--- src/rtl/gis_pkg.sv ---
package gis_pkg;
    // Source operand slots per entry: two for the head, one extra for a tail
    localparam int NSRC     = 3;
    localparam int SRC_TAIL = 2;
endpackage

--- src/rtl/gis_tag_match.sv ---
module gis_tag_match #(
    parameter int UID_W   = 4,
    parameter int ISSUE_W = 4
) (
    input  logic [UID_W-1:0]              tag,
    input  logic [ISSUE_W-1:0]            bc_valid,
    input  logic [ISSUE_W-1:0][UID_W-1:0] bc_uid,
    output logic                          hit
);
    logic [ISSUE_W-1:0] port_hit;

    for (genvar p = 0; p < ISSUE_W; p++) begin : g_port
        assign port_hit[p] = bc_valid[p] && (bc_uid[p] == tag);
    end

    assign hit = |port_hit;
endmodule

--- src/rtl/gis_oldest_sel.sv ---
module gis_oldest_sel #(
    parameter int DEPTH   = 8,
    parameter int AGE_W   = 4,
    parameter int ISSUE_W = 4,
    localparam int IDX_W  = (DEPTH > 1) ? $clog2(DEPTH) : 1
) (
    input  logic [DEPTH-1:0]              ready,
    input  logic [DEPTH-1:0][AGE_W-1:0]   age,
    input  logic [ISSUE_W-1:0]            port_free,
    output logic [ISSUE_W-1:0]            gnt_v,
    output logic [ISSUE_W-1:0][IDX_W-1:0] gnt_idx
);
    logic [DEPTH-1:0] taken;
    logic             found;
    logic [IDX_W-1:0] best;

    // Ports are served in index order; each takes the oldest remaining ready entry.
    always_comb begin
        taken   = '0;
        gnt_v   = '0;
        gnt_idx = '0;
        found   = 1'b0;
        best    = '0;
        for (int p = 0; p < ISSUE_W; p++) begin
            found = 1'b0;
            best  = '0;
            if (port_free[p]) begin
                for (int e = 0; e < DEPTH; e++) begin
                    if (ready[e] && !taken[e] && (!found || (age[e] < age[best]))) begin
                        found = 1'b1;
                        best  = IDX_W'(e);
                    end
                end
            end
            gnt_v[p]   = found;
            gnt_idx[p] = best;
            if (found) taken[best] = 1'b1;
        end
    end
endmodule

--- src/rtl/gis_issue_port.sv ---
module gis_issue_port #(
    parameter int UID_W   = 4,
    parameter int INSTR_W = 16
) (
    input  logic               clk,
    input  logic               rst_n,
    input  logic               gnt_v,
    input  logic               gnt_pair,
    input  logic [UID_W-1:0]   gnt_uid,
    input  logic [INSTR_W-1:0] gnt_head,
    input  logic [INSTR_W-1:0] gnt_tail,
    output logic               busy,
    output logic               exe_valid,
    output logic [INSTR_W-1:0] exe_instr,
    output logic [UID_W-1:0]   exe_uid,
    output logic               exe_second,
    output logic               bc_valid,
    output logic [UID_W-1:0]   bc_uid
);
    typedef struct packed {
        logic               exe_v;
        logic [INSTR_W-1:0] exe_instr;
        logic [UID_W-1:0]   exe_uid;
        logic               exe_second;
        logic               bc_v;
        logic [UID_W-1:0]   bc_uid;
        logic               tail_pend;
        logic [INSTR_W-1:0] tail_instr;
        logic [UID_W-1:0]   tail_uid;
    } port_t;

    port_t port_d, port_q;

    always_comb begin
        port_d            = port_q;
        port_d.exe_v      = 1'b0;
        port_d.exe_second = 1'b0;
        port_d.bc_v       = 1'b0;
        port_d.tail_pend  = 1'b0;
        if (port_q.tail_pend) begin
            // second cycle of a pair: tail goes out, no broadcast
            port_d.exe_v      = 1'b1;
            port_d.exe_instr  = port_q.tail_instr;
            port_d.exe_uid    = port_q.tail_uid;
            port_d.exe_second = 1'b1;
        end else if (gnt_v) begin
            port_d.exe_v     = 1'b1;
            port_d.exe_instr = gnt_head;
            port_d.exe_uid   = gnt_uid;
            port_d.bc_v      = 1'b1;
            port_d.bc_uid    = gnt_uid;
            if (gnt_pair) begin
                port_d.tail_pend  = 1'b1;
                port_d.tail_instr = gnt_tail;
                port_d.tail_uid   = gnt_uid;
            end
        end
    end

    always_ff @(posedge clk or negedge rst_n) begin
        if (!rst_n) port_q <= '0;
        else        port_q <= port_d;
    end

    assign busy       = port_q.tail_pend;
    assign exe_valid  = port_q.exe_v;
    assign exe_instr  = port_q.exe_instr;
    assign exe_uid    = port_q.exe_uid;
    assign exe_second = port_q.exe_second;
    assign bc_valid   = port_q.bc_v;
    assign bc_uid     = port_q.bc_uid;


    busy_no_grant_chk: assert property (@(posedge clk) disable iff (!rst_n)
        busy |-> !gnt_v);

    bc_on_head_chk: assert property (@(posedge clk) disable iff (!rst_n)
        gnt_v |=> (bc_valid && exe_valid && !exe_second && bc_uid == $past(gnt_uid)));

    pair_tail_next_chk: assert property (@(posedge clk) disable iff (!rst_n)
        (gnt_v && gnt_pair) |=> ##1 (exe_valid && exe_second && !bc_valid));
endmodule

--- src/rtl/gis_sched.sv ---
module gis_sched
    import gis_pkg::*;
#(
    parameter int DEPTH   = 8,
    parameter int ISSUE_W = 4,
    parameter int UID_W   = 4,
    parameter int AGE_W   = 4,
    parameter int INSTR_W = 16
) (
    input  logic                            clk,
    input  logic                            rst_n,
    input  logic                            ins_valid,
    input  logic [UID_W-1:0]                ins_uid,
    input  logic [AGE_W-1:0]                ins_age,
    input  logic                            ins_pair,
    input  logic                            ins_tail_vld,
    input  logic [INSTR_W-1:0]              ins_head,
    input  logic [INSTR_W-1:0]              ins_tail,
    input  logic [NSRC-1:0][UID_W-1:0]      ins_src_tag,
    input  logic [NSRC-1:0]                 ins_src_rdy,
    input  logic                            fill_valid,
    input  logic [UID_W-1:0]                fill_uid,
    input  logic [INSTR_W-1:0]              fill_tail,
    input  logic [UID_W-1:0]                fill_src_tag,
    input  logic                            fill_src_rdy,
    input  logic                            flush_valid,
    input  logic [AGE_W-1:0]                flush_age,
    output logic                            iq_full,
    output logic [ISSUE_W-1:0]              exe_valid,
    output logic [ISSUE_W-1:0][INSTR_W-1:0] exe_instr,
    output logic [ISSUE_W-1:0][UID_W-1:0]   exe_uid,
    output logic [ISSUE_W-1:0]              exe_second,
    output logic [ISSUE_W-1:0]              bc_valid,
    output logic [ISSUE_W-1:0][UID_W-1:0]   bc_uid
);
    localparam int IDX_W = (DEPTH > 1) ? $clog2(DEPTH) : 1;

    typedef struct packed {
        logic                       valid;
        logic                       pending;
        logic                       pair;
        logic [UID_W-1:0]           uid;
        logic [AGE_W-1:0]           age;
        logic [INSTR_W-1:0]         head;
        logic [INSTR_W-1:0]         tail;
        logic [NSRC-1:0][UID_W-1:0] src;
        logic [NSRC-1:0]            rdy;
    } ent_t;

    typedef struct packed {
        ent_t [DEPTH-1:0] ent;
    } iq_t;

    iq_t iq_d, iq_q;

    logic [DEPTH-1:0]              ent_ready;
    logic [DEPTH-1:0][AGE_W-1:0]   ent_age;
    logic [DEPTH-1:0][NSRC-1:0]    ent_hit;
    logic [NSRC-1:0]               ins_hit;
    logic                          fill_hit;
    logic [ISSUE_W-1:0]            port_busy;
    logic [ISSUE_W-1:0]            gnt_v;
    logic [ISSUE_W-1:0][IDX_W-1:0] gnt_idx;
    logic                          free_v;
    logic [IDX_W-1:0]              free_idx;

    // ---------------- wakeup: compare every source against the broadcast bus
    for (genvar e = 0; e < DEPTH; e++) begin : g_ent
        for (genvar s = 0; s < NSRC; s++) begin : g_src
            gis_tag_match #(.UID_W(UID_W), .ISSUE_W(ISSUE_W)) u_match (
                .tag      (iq_q.ent[e].src[s]),
                .bc_valid (bc_valid),
                .bc_uid   (bc_uid),
                .hit      (ent_hit[e][s])
            );
        end
        assign ent_ready[e] = iq_q.ent[e].valid && !iq_q.ent[e].pending && (&iq_q.ent[e].rdy);
        assign ent_age[e]   = iq_q.ent[e].age;
    end

    for (genvar s = 0; s < NSRC; s++) begin : g_ins_src
        gis_tag_match #(.UID_W(UID_W), .ISSUE_W(ISSUE_W)) u_ins_match (
            .tag      (ins_src_tag[s]),
            .bc_valid (bc_valid),
            .bc_uid   (bc_uid),
            .hit      (ins_hit[s])
        );
    end

    gis_tag_match #(.UID_W(UID_W), .ISSUE_W(ISSUE_W)) u_fill_match (
        .tag      (fill_src_tag),
        .bc_valid (bc_valid),
        .bc_uid   (bc_uid),
        .hit      (fill_hit)
    );

    // ---------------- select
    gis_oldest_sel #(.DEPTH(DEPTH), .AGE_W(AGE_W), .ISSUE_W(ISSUE_W)) u_sel (
        .ready     (ent_ready),
        .age       (ent_age),
        .port_free (~port_busy),
        .gnt_v     (gnt_v),
        .gnt_idx   (gnt_idx)
    );

    // ---------------- issue ports with dual-slot payload sequencing
    for (genvar p = 0; p < ISSUE_W; p++) begin : g_port
        gis_issue_port #(.UID_W(UID_W), .INSTR_W(INSTR_W)) u_port (
            .clk        (clk),
            .rst_n      (rst_n),
            .gnt_v      (gnt_v[p]),
            .gnt_pair   (iq_q.ent[gnt_idx[p]].pair),
            .gnt_uid    (iq_q.ent[gnt_idx[p]].uid),
            .gnt_head   (iq_q.ent[gnt_idx[p]].head),
            .gnt_tail   (iq_q.ent[gnt_idx[p]].tail),
            .busy       (port_busy[p]),
            .exe_valid  (exe_valid[p]),
            .exe_instr  (exe_instr[p]),
            .exe_uid    (exe_uid[p]),
            .exe_second (exe_second[p]),
            .bc_valid   (bc_valid[p]),
            .bc_uid     (bc_uid[p])
        );
    end

    // ---------------- free slot search (lowest invalid index)
    always_comb begin
        free_v   = 1'b0;
        free_idx = '0;
        for (int e = DEPTH - 1; e >= 0; e--) begin
            if (!iq_q.ent[e].valid) begin
                free_v   = 1'b1;
                free_idx = IDX_W'(e);
            end
        end
    end

    assign iq_full = !free_v;

    // ---------------- next state
    always_comb begin
        iq_d = iq_q;
        for (int e = 0; e < DEPTH; e++) begin
            for (int s = 0; s < NSRC; s++) begin
                if (ent_hit[e][s]) iq_d.ent[e].rdy[s] = 1'b1;
            end
            if (fill_valid && iq_q.ent[e].valid && iq_q.ent[e].pending &&
                iq_q.ent[e].uid == fill_uid) begin
                iq_d.ent[e].tail           = fill_tail;
                iq_d.ent[e].src[SRC_TAIL]  = fill_src_tag;
                iq_d.ent[e].rdy[SRC_TAIL]  = fill_src_rdy || fill_hit;
                iq_d.ent[e].pending        = 1'b0;
            end
            if (flush_valid && iq_q.ent[e].valid && iq_q.ent[e].age > flush_age)
                iq_d.ent[e].valid = 1'b0;
        end
        for (int p = 0; p < ISSUE_W; p++) begin
            if (gnt_v[p]) iq_d.ent[gnt_idx[p]].valid = 1'b0;
        end
        if (ins_valid && free_v && !(flush_valid && ins_age > flush_age)) begin
            iq_d.ent[free_idx].valid   = 1'b1;
            iq_d.ent[free_idx].pending = ins_pair && !ins_tail_vld;
            iq_d.ent[free_idx].pair    = ins_pair;
            iq_d.ent[free_idx].uid     = ins_uid;
            iq_d.ent[free_idx].age     = ins_age;
            iq_d.ent[free_idx].head    = ins_head;
            iq_d.ent[free_idx].tail    = ins_tail;
            iq_d.ent[free_idx].src     = ins_src_tag;
            for (int s = 0; s < NSRC; s++)
                iq_d.ent[free_idx].rdy[s] = ins_src_rdy[s] || ins_hit[s];
            // the extra source only matters for a pair
            if (!ins_pair) iq_d.ent[free_idx].rdy[SRC_TAIL] = 1'b1;
        end
    end

    always_ff @(posedge clk or negedge rst_n) begin
        if (!rst_n) iq_q <= '0;
        else        iq_q <= iq_d;
    end

    // ---------------- checks
    for (genvar p = 0; p < ISSUE_W; p++) begin : g_port_chk

        no_pending_grant_chk: assert property (@(posedge clk) disable iff (!rst_n)
            gnt_v[p] |-> (iq_q.ent[gnt_idx[p]].valid && !iq_q.ent[gnt_idx[p]].pending));
    end

    for (genvar e = 0; e < DEPTH; e++) begin : g_ent_chk

        flush_young_gone_chk: assert property (@(posedge clk) disable iff (!rst_n)
            flush_valid |=> !(iq_q.ent[e].valid && iq_q.ent[e].age > $past(flush_age)));
    end
endmodule

--- config.mk ---
export PLATFORM = sky130hd
export DESIGN_NAME = gis_sched
export DESIGN_NICKNAME = d
export VERILOG_FILES = /design/src/rtl/gis_pkg.sv /design/src/rtl/gis_tag_match.sv /design/src/rtl/gis_oldest_sel.sv /design/src/rtl/gis_issue_port.sv /design/src/rtl/gis_sched.sv
export SDC_FILE = /design/constraint.sdc
export NUM_CORES = 2
export LEC_CHECK = 0
export CAP_MARGIN = 20
export CELL_PAD_IN_SITES_DETAIL_PLACEMENT = 1
export CELL_PAD_IN_SITES_GLOBAL_PLACEMENT = 1
export CORE_MARGIN = 2
export CORE_UTILIZATION = 30
export CTS_CLUSTER_DIAMETER = 60
export DETAILED_ROUTE_END_ITERATION = 10
export PLACE_DENSITY_LB_ADDON = 0.1
export SLEW_MARGIN = 5
export SYNTH_ARGS = -nofsm -noshare
export SYNTH_HDL_FRONTEND = slang
export SYNTH_SLANG_ARGS = --single-unit
--- constraint.sdc ---
create_clock -name clk -period 49.3 [get_ports clk]
set_input_delay 12.325 -clock clk [delete_from_list [all_inputs] [get_ports clk]]
set_output_delay 12.325 -clock clk [all_outputs]
set_load 0.05 [all_outputs]
# == Word level (Yosys, flattened, before mapping) ==
# Index checks and enable logic that the tools add are counted.
# word_totals
regBits,656
input_bits,91
output_inout_bits,109
# op_classes
order_cmp,75
eq_ne,120
mux,345
n_bitwise,7
n_reduce_logical,372
# op_table
operator,n
464-bit bitwise mux,16
464-bit two-way mux,6
58-bit demux with 3-bit select,15
58-bit binary-select mux with 3-bit select,4
4-bit equality test,120
4-bit binary-select mux with 3-bit select,28
58-bit two-way mux,5
56-bit two-way mux,5
21-bit two-way mux,12
1-bit logical AND,229
26-bit two-way mux,8
3-bit two-way mux,69
20-bit two-way mux,8
"3-bit by 4-bit < comparator with 1-bit output, second input constant",33
1-bit two-way mux,128
4-bit < comparator,28
4-bit two-way mux,28
4-bit OR reduction,28
1-bit logical NOT,63
57-bit two-way mux,1
55-bit two-way mux,1
51-bit two-way mux,1
47-bit two-way mux,1
4-bit greater-than comparator,9
other kinds (13),73

# == Longest topological paths before layout ==
# depth
depth_word,242
depth_mapped,265

# == Modules after synthesis ==
# Synthesis repeated with hierarchy kept, for this count alone.
# unflattened
hier_cells,4640
hier_area_um2,51979.9
# modules_own_cells
mod,instances,cells_each,area_each_um2
gis_sched,1,2165,30579.3
gis_issue_port,4,170,2198.4
gis_oldest_sel,1,1095,7387.1
gis_tag_match,28,25,186.4

# == Least setup slack after synthesis ==
# OpenSTA, ideal clock, no wires.
# synth_timing
kind,register to register
from,register iq_q (netlist bit ent_age[2])
to,register g_port[3].u_port.port_q[10] in the netlist's numbering
t_arrival_ns,43.590
required_time_ns,49.175
setup_slack_ns,5.585
stages_incl_launch_ff,247
n_path_buf,14
synth_period_minus_slack_ns,43.715
path_cell_list,dfrtp_1 > inv_1 > ha_1 > a21o_1 > a31o_1 > a311oi_2 > clkbuf_1 > nor2_1 > a21oi_1 > ha_1 > a21o_1 > a21oi_1 > a21oi_1 > nor2_1 > nand2_2 > nand2_1 > o21ai_0 > ha_1 > [... 211 more ...] > o41ai_4 > nor2_1 > mux2i_1 > o21ai_0 > nand3b_1 > o21ai_0 > ha_1 > o211ai_1 > o21ai_0 > nand2_1 > nand2_1 > inv_1 > a21oi_1 > nand3b_1 > a211o_1 > o211ai_2 > buf_6 > mux2_4
# synth_between
elab_chain_len,222
word_cells_on_any_way,356
# synth_lines
element,line,text
"start, declared",gis_sched.sv:54,"iq_t iq_d, iq_q;"
"start signal, assigned",gis_sched.sv:178,else iq_q <= iq_d;
4-bit binary-select mux with 3-bit select,gis_oldest_sel.sv:29,if (ready[e] && !taken[e] && (!found || (age[e] < age[best]))) begin
4-bit two-way mux (not written as such),gis_oldest_sel.sv:29,
4-bit < comparator,gis_oldest_sel.sv:29,
1-bit logical OR,gis_oldest_sel.sv:29,
1-bit logical AND,gis_oldest_sel.sv:29,
3-bit two-way mux,gis_oldest_sel.sv:29,
3-bit two-way mux,gis_oldest_sel.sv:27,if (port_free[p]) begin
4-bit binary-select mux with 3-bit select,gis_oldest_sel.sv:29,
[... 206 more ...],n/a,
4-bit < comparator,gis_oldest_sel.sv:29,
1-bit logical OR,gis_oldest_sel.sv:29,
1-bit logical AND,gis_oldest_sel.sv:29,
3-bit two-way mux,gis_oldest_sel.sv:29,
3-bit two-way mux,gis_oldest_sel.sv:27,
58-bit binary-select mux with 3-bit select,"gis_sched.sv:112, gis_sched.sv:115",
56-bit two-way mux (not written as such),gis_sched.sv:115,".gnt_tail (iq_q.ent[gnt_idx[p]].tail),"
3-bit AND reduction (no source line),n/a,
"end signal, assigned",gis_issue_port.sv:62,else port_q <= port_d;
"end, declared",gis_issue_port.sv:32,"port_t port_d, port_q;"
# Parallel ways exist; a longest one is shown, timed or not. The select of a mux whose other input is x is not followed.
# A chain may end at the register's enable or synchronous reset.

# == Final worst setup path ==
# layout_timing
from,register iq_q[60] in the netlist's numbering
to,register g_port[3].u_port.port_q (netlist bit g_port[3].u_port.exe_instr[15])
# layout_between
elab_chain_len,221
word_cells_on_any_way,347
# layout_lines
element,line,text
3-bit AND reduction (*),gis_sched.sv:77,assign ent_ready[e] = iq_q.ent[e].valid && !iq_q.ent[e].pending && (&iq_q.ent[e].rdy);
1-bit logical AND (*),gis_sched.sv:77,
1-bit logical AND,gis_oldest_sel.sv:29,
3-bit two-way mux,gis_oldest_sel.sv:29,
3-bit two-way mux,gis_oldest_sel.sv:27,
4-bit binary-select mux with 3-bit select,gis_oldest_sel.sv:29,
4-bit two-way mux (not written as such),gis_oldest_sel.sv:29,
4-bit < comparator,gis_oldest_sel.sv:29,
[... 205 more ...],n/a,
1-bit logical OR,gis_oldest_sel.sv:29,
1-bit logical AND,gis_oldest_sel.sv:29,
3-bit two-way mux,gis_oldest_sel.sv:29,
3-bit two-way mux,gis_oldest_sel.sv:27,
58-bit binary-select mux with 3-bit select,gis_sched.sv:114,".gnt_head (iq_q.ent[gnt_idx[p]].head),"
56-bit two-way mux,n/a,
21-bit two-way mux,gis_issue_port.sv:46,end else if (gnt_v) begin
21-bit two-way mux,gis_issue_port.sv:40,if (port_q.tail_pend) begin
# Every way passes the cells marked *; elsewhere a longest branch is shown, timed or not. The select of a mux whose other input is x is not followed.

==> results.toml <==
[outcome]
status = "finished clean"

[power]
p_leak_uw = 0.0262
power_uw = 4560
peakVddDrop_uv = 49.4
powerDensity_nw_per_um2 = 78.1

[layout]
regArea_sq_um = 16400
multi_input_area_sq_um = 31500
synthToLayoutAreaGrowth_pct = 15.0
layout-drive-gt1-share = 0.118
finalInstanceArea_sq_um = 58400
fin_nets = 6482
postLayoutCoreUtil = 0.349
n_fill_cell = 19700

[critical_path]
cpPeakStageDelay_ps = 490
start_kind = "flip-flop"
arrival_ps = 46760
cp-end-kind = "flip-flop"
crit_required_ps = 49890
r2r_cells = 233
crit_path_top_delay_cell = "or4_1"
cp_max_fo = 46
path_common_cell = "ha_1"
crit_type = "flip-flop to flip-flop"

[die]
ioPinCount = 200
row_count = 150
initial_utilization = 0.303
fp.dieW_um = 415
coreArea_sq_um = 168000
die_h_um = 415
dieArea_sq_um = 173000

[drt]
wl_mm = 276
ant_nets = 0
drtPass1Iterations = 6
drc_errors = 0
vias = 50700
wl_per_cell_um = 32.1
drtIter0Drc = 4341
viasPerCell = 5.91

[yosys]
syn_area_sq_um = 50800
ys_seq_area_frac = 0.323
synth_async_sr_flop_share = 1.00
synthCells = 6445
ys_top_cells_by_area = "dfrtp_1 (32%), nand2_1 (9.3%), mux2i_1 (6.5%)"
synth_area_leader_cell = "dfrtp_1"
ys_warn_count = 0
synth_top_cell_area_share = 0.323
syn_nets = 6647
synthFlopType = "dfrtp_1"
ys_seq_elements = 656
synth_edf_count = 0
synth.avg_cell_area_sq_um = 7.88
yosysUniqueCellTypes = 112

[sta]
setup_viol = 0
slew_violations = 0
slew_headroom = 0.0984
worst_slack_ps = 3130
period_needed_ps = 46170
timing.fmax_mhz = 21.7
tightestPinTransition_ps = 1340
finalCritPeriodShare = 0.936
skew_ps = 61.5
hold_viol = 0

[placement]
dpl_cell_area_sq_um = 54200
gp_congestion = 0.913
dp_slack_ps = -530
io_buffers = 199
dpl.hpwl_mm = 179

[cts]
cts-hold-fix-buffers = 0
cts_tree = "built"
cts.clk_slew.worst_paths_ps = 60
cts_buffers = 101
numClockSinks = 656
clock_path_buffers = 3
clk_latency_ps = 740
htreeDepth = 3
cts-root-buf = "clkbuf_16"

[worst_hold_path]
hold_depth = 2
hold_class = "flip-flop to flip-flop"

[global_route]
grt_start_max_net_pins = 99
grt_pass1_vias = 51000
gr-total-overflow = 0
grt_usage = 0.309
antenna_found_initial = 29
grt_pass1_wl_mm = 391

[flow_run]
maxCapViolCount = 0
## logic make-up after synthesis
| kind of cell | synth area share |
|---|---|
| AO/OA/AOI/OAI | 0.194 |
| XOR/XNOR | 0.0828 |
| adder cells (fa/ha/maj) | 0.0273 |
| buffers and inverters | 0.0694 |
| flip-flops | 0.323 |
| multiplexers | 0.0952 |
| AND/OR/NAND/NOR | 0.208 |
## stage by stage
step | std cells | setup TNS (ps) | hold WS (ps)
2_1_floorplan | 6445 | 0 | 352
3_3_place_gp | 8335 | 0 | 459
3_5_place_dp | 8338 | -15760 | 471
4_1_cts | 8531 | 0 | 485
5_1_grt | 8579 | -8470 | 515
6_report | 8585 | 0 | 478
## cells in the mapped netlist, types with 23 or more instances
library cell  instances
clkbuf_1            380
nand2_1            1256
mux2i_1             328
nand3_1             146
inv_1                81
and2_1               23
ha_1                111
nand4_1              43
o21a_1               39
a21boi_0             25
buf_2                26
o21ai_0             442
a211oi_1             62
xnor2_1             120
mux2_2              116
a311oi_1             34
clkbuf_2             37
buf_1               135
o221ai_1             37
nand2b_1             31
o211ai_1             24
buf_4               124
o21ai_1              33
nor4_1              105
a31oi_1              72
nor2_1              433
a21oi_1             322
xor2_1              360
nor3_1              203
and3_1               40
o22ai_1             186
a21o_1               56
dfrtp_1             656
## path summary, 6_finish.rpt
kind,start,endpoint,slack (ps)
setup reg to reg,iq_q[60]$_DFF_PN0_,g_port[3].u_port.exe_instr[15]$_DFFE_PN0P_,3130
max in group asynchronous,rst_n,g_port[0].u_port.exe_instr[3]$_DFFE_PN0P_,33920
hold / removal,g_port[2].u_port.port_q[9]$_DFFE_PN0P_,g_port[2].u_port.exe_instr[5]$_DFFE_PN0P_,480
setup / recovery,iq_q[60]$_DFF_PN0_,g_port[3].u_port.exe_instr[15]$_DFFE_PN0P_,3130
hold reg to reg,g_port[2].u_port.port_q[9]$_DFFE_PN0P_,g_port[2].u_port.exe_instr[5]$_DFFE_PN0P_,480
min in group asynchronous,rst_n,iq_q[187]$_DFF_PN0_,11620
## registers in the layout, summed over array words and instances, names as in the netlist
name	flops
g_port.u_port.bc_uid	16
g_port.u_port.exe_second	4
g_port.u_port.exe_instr	64
g_port.u_port.exe_valid	4
g_port.u_port.port_q	80
iq_q	432
g_port.u_port.busy	4
g_port.u_port.exe_uid	16
g_port.u_port.bc_valid	4
ent_age	32
## power breakdown
part	switching [uW]	internal (uW)
clock	304	454
sequential	250	708
combinational	1910	941
## cell usage in the layout (no fill, tap or decap), types with 24 or more instances in the layout
master and n:
o221ai_1 37, ha_1 111, mux2_2 115, buf_4 217
o211ai_1 24, o21ai_1 35, nor2_1 428, nor3_1 199
nor4_1 101, xor2_1 360, clkbuf_16 105, a21oi_1 310
and3_1 37, dfrtp_1 635, inv_1 80, o21a_1 39
a31oi_1 69, xnor2_1 120, nand3_1 137, a311oi_1 30
o22ai_1 185, mux2i_1 328, nand4_1 43, a21o_1 50
clkdlybuf4s50_1 198, nand2_1 1245, a211oi_1 58, a21boi_0 25
nand2b_1 31, o21ai_0 434
## critical path: cells and delay by family (launching register included)
family	cells	cell delay [ps]
simple gates	79	13100
fa+ha+maj	24	6880
buf+inv	11	1760
flops	1	450
compound gates	104	20320
mux	15	3350
## final cells by class
| class | instances | share of cell area |
|---|---|---|
| inverter | 86 | 0.00553 |
| clock inverter | 55 | 0.0112 |
| multi-input combinational | 5000 | 0.539 |
| timing repair buffer | 435 | 0.0670 |
| tap | 2204 | 0.0472 |
| sequential | 656 | 0.281 |
| antenna | 16 | 0.000685 |
| clock buffer | 133 | 0.0483 |
## layer usage
| metal | track usage | share of wire | vias up |
|---|---|---|---|
| li1 | - | - | 22200 |
| met5 | 0 | 0 | - |
| met3 | 0.0386 | 0.056 | 518 |
| met2 | 0.497 | 0.46 | 1788 |
| met4 | 0.142 | 0.050 | 0 |
| met1 | 0.412 | 0.44 | 26200 |
## what timing repair did
action | in CTS | in global routing
endpoints found under the hold margin | 0 | 0
setup endpoints to repair | 50 | 53
buffers inserted | 5 | 33
pin swaps | 3 | 16
gates resized for setup | 15 | 75
gates cloned | 0 | 3
No activity file was read; power rests on OpenSTA's default activity.
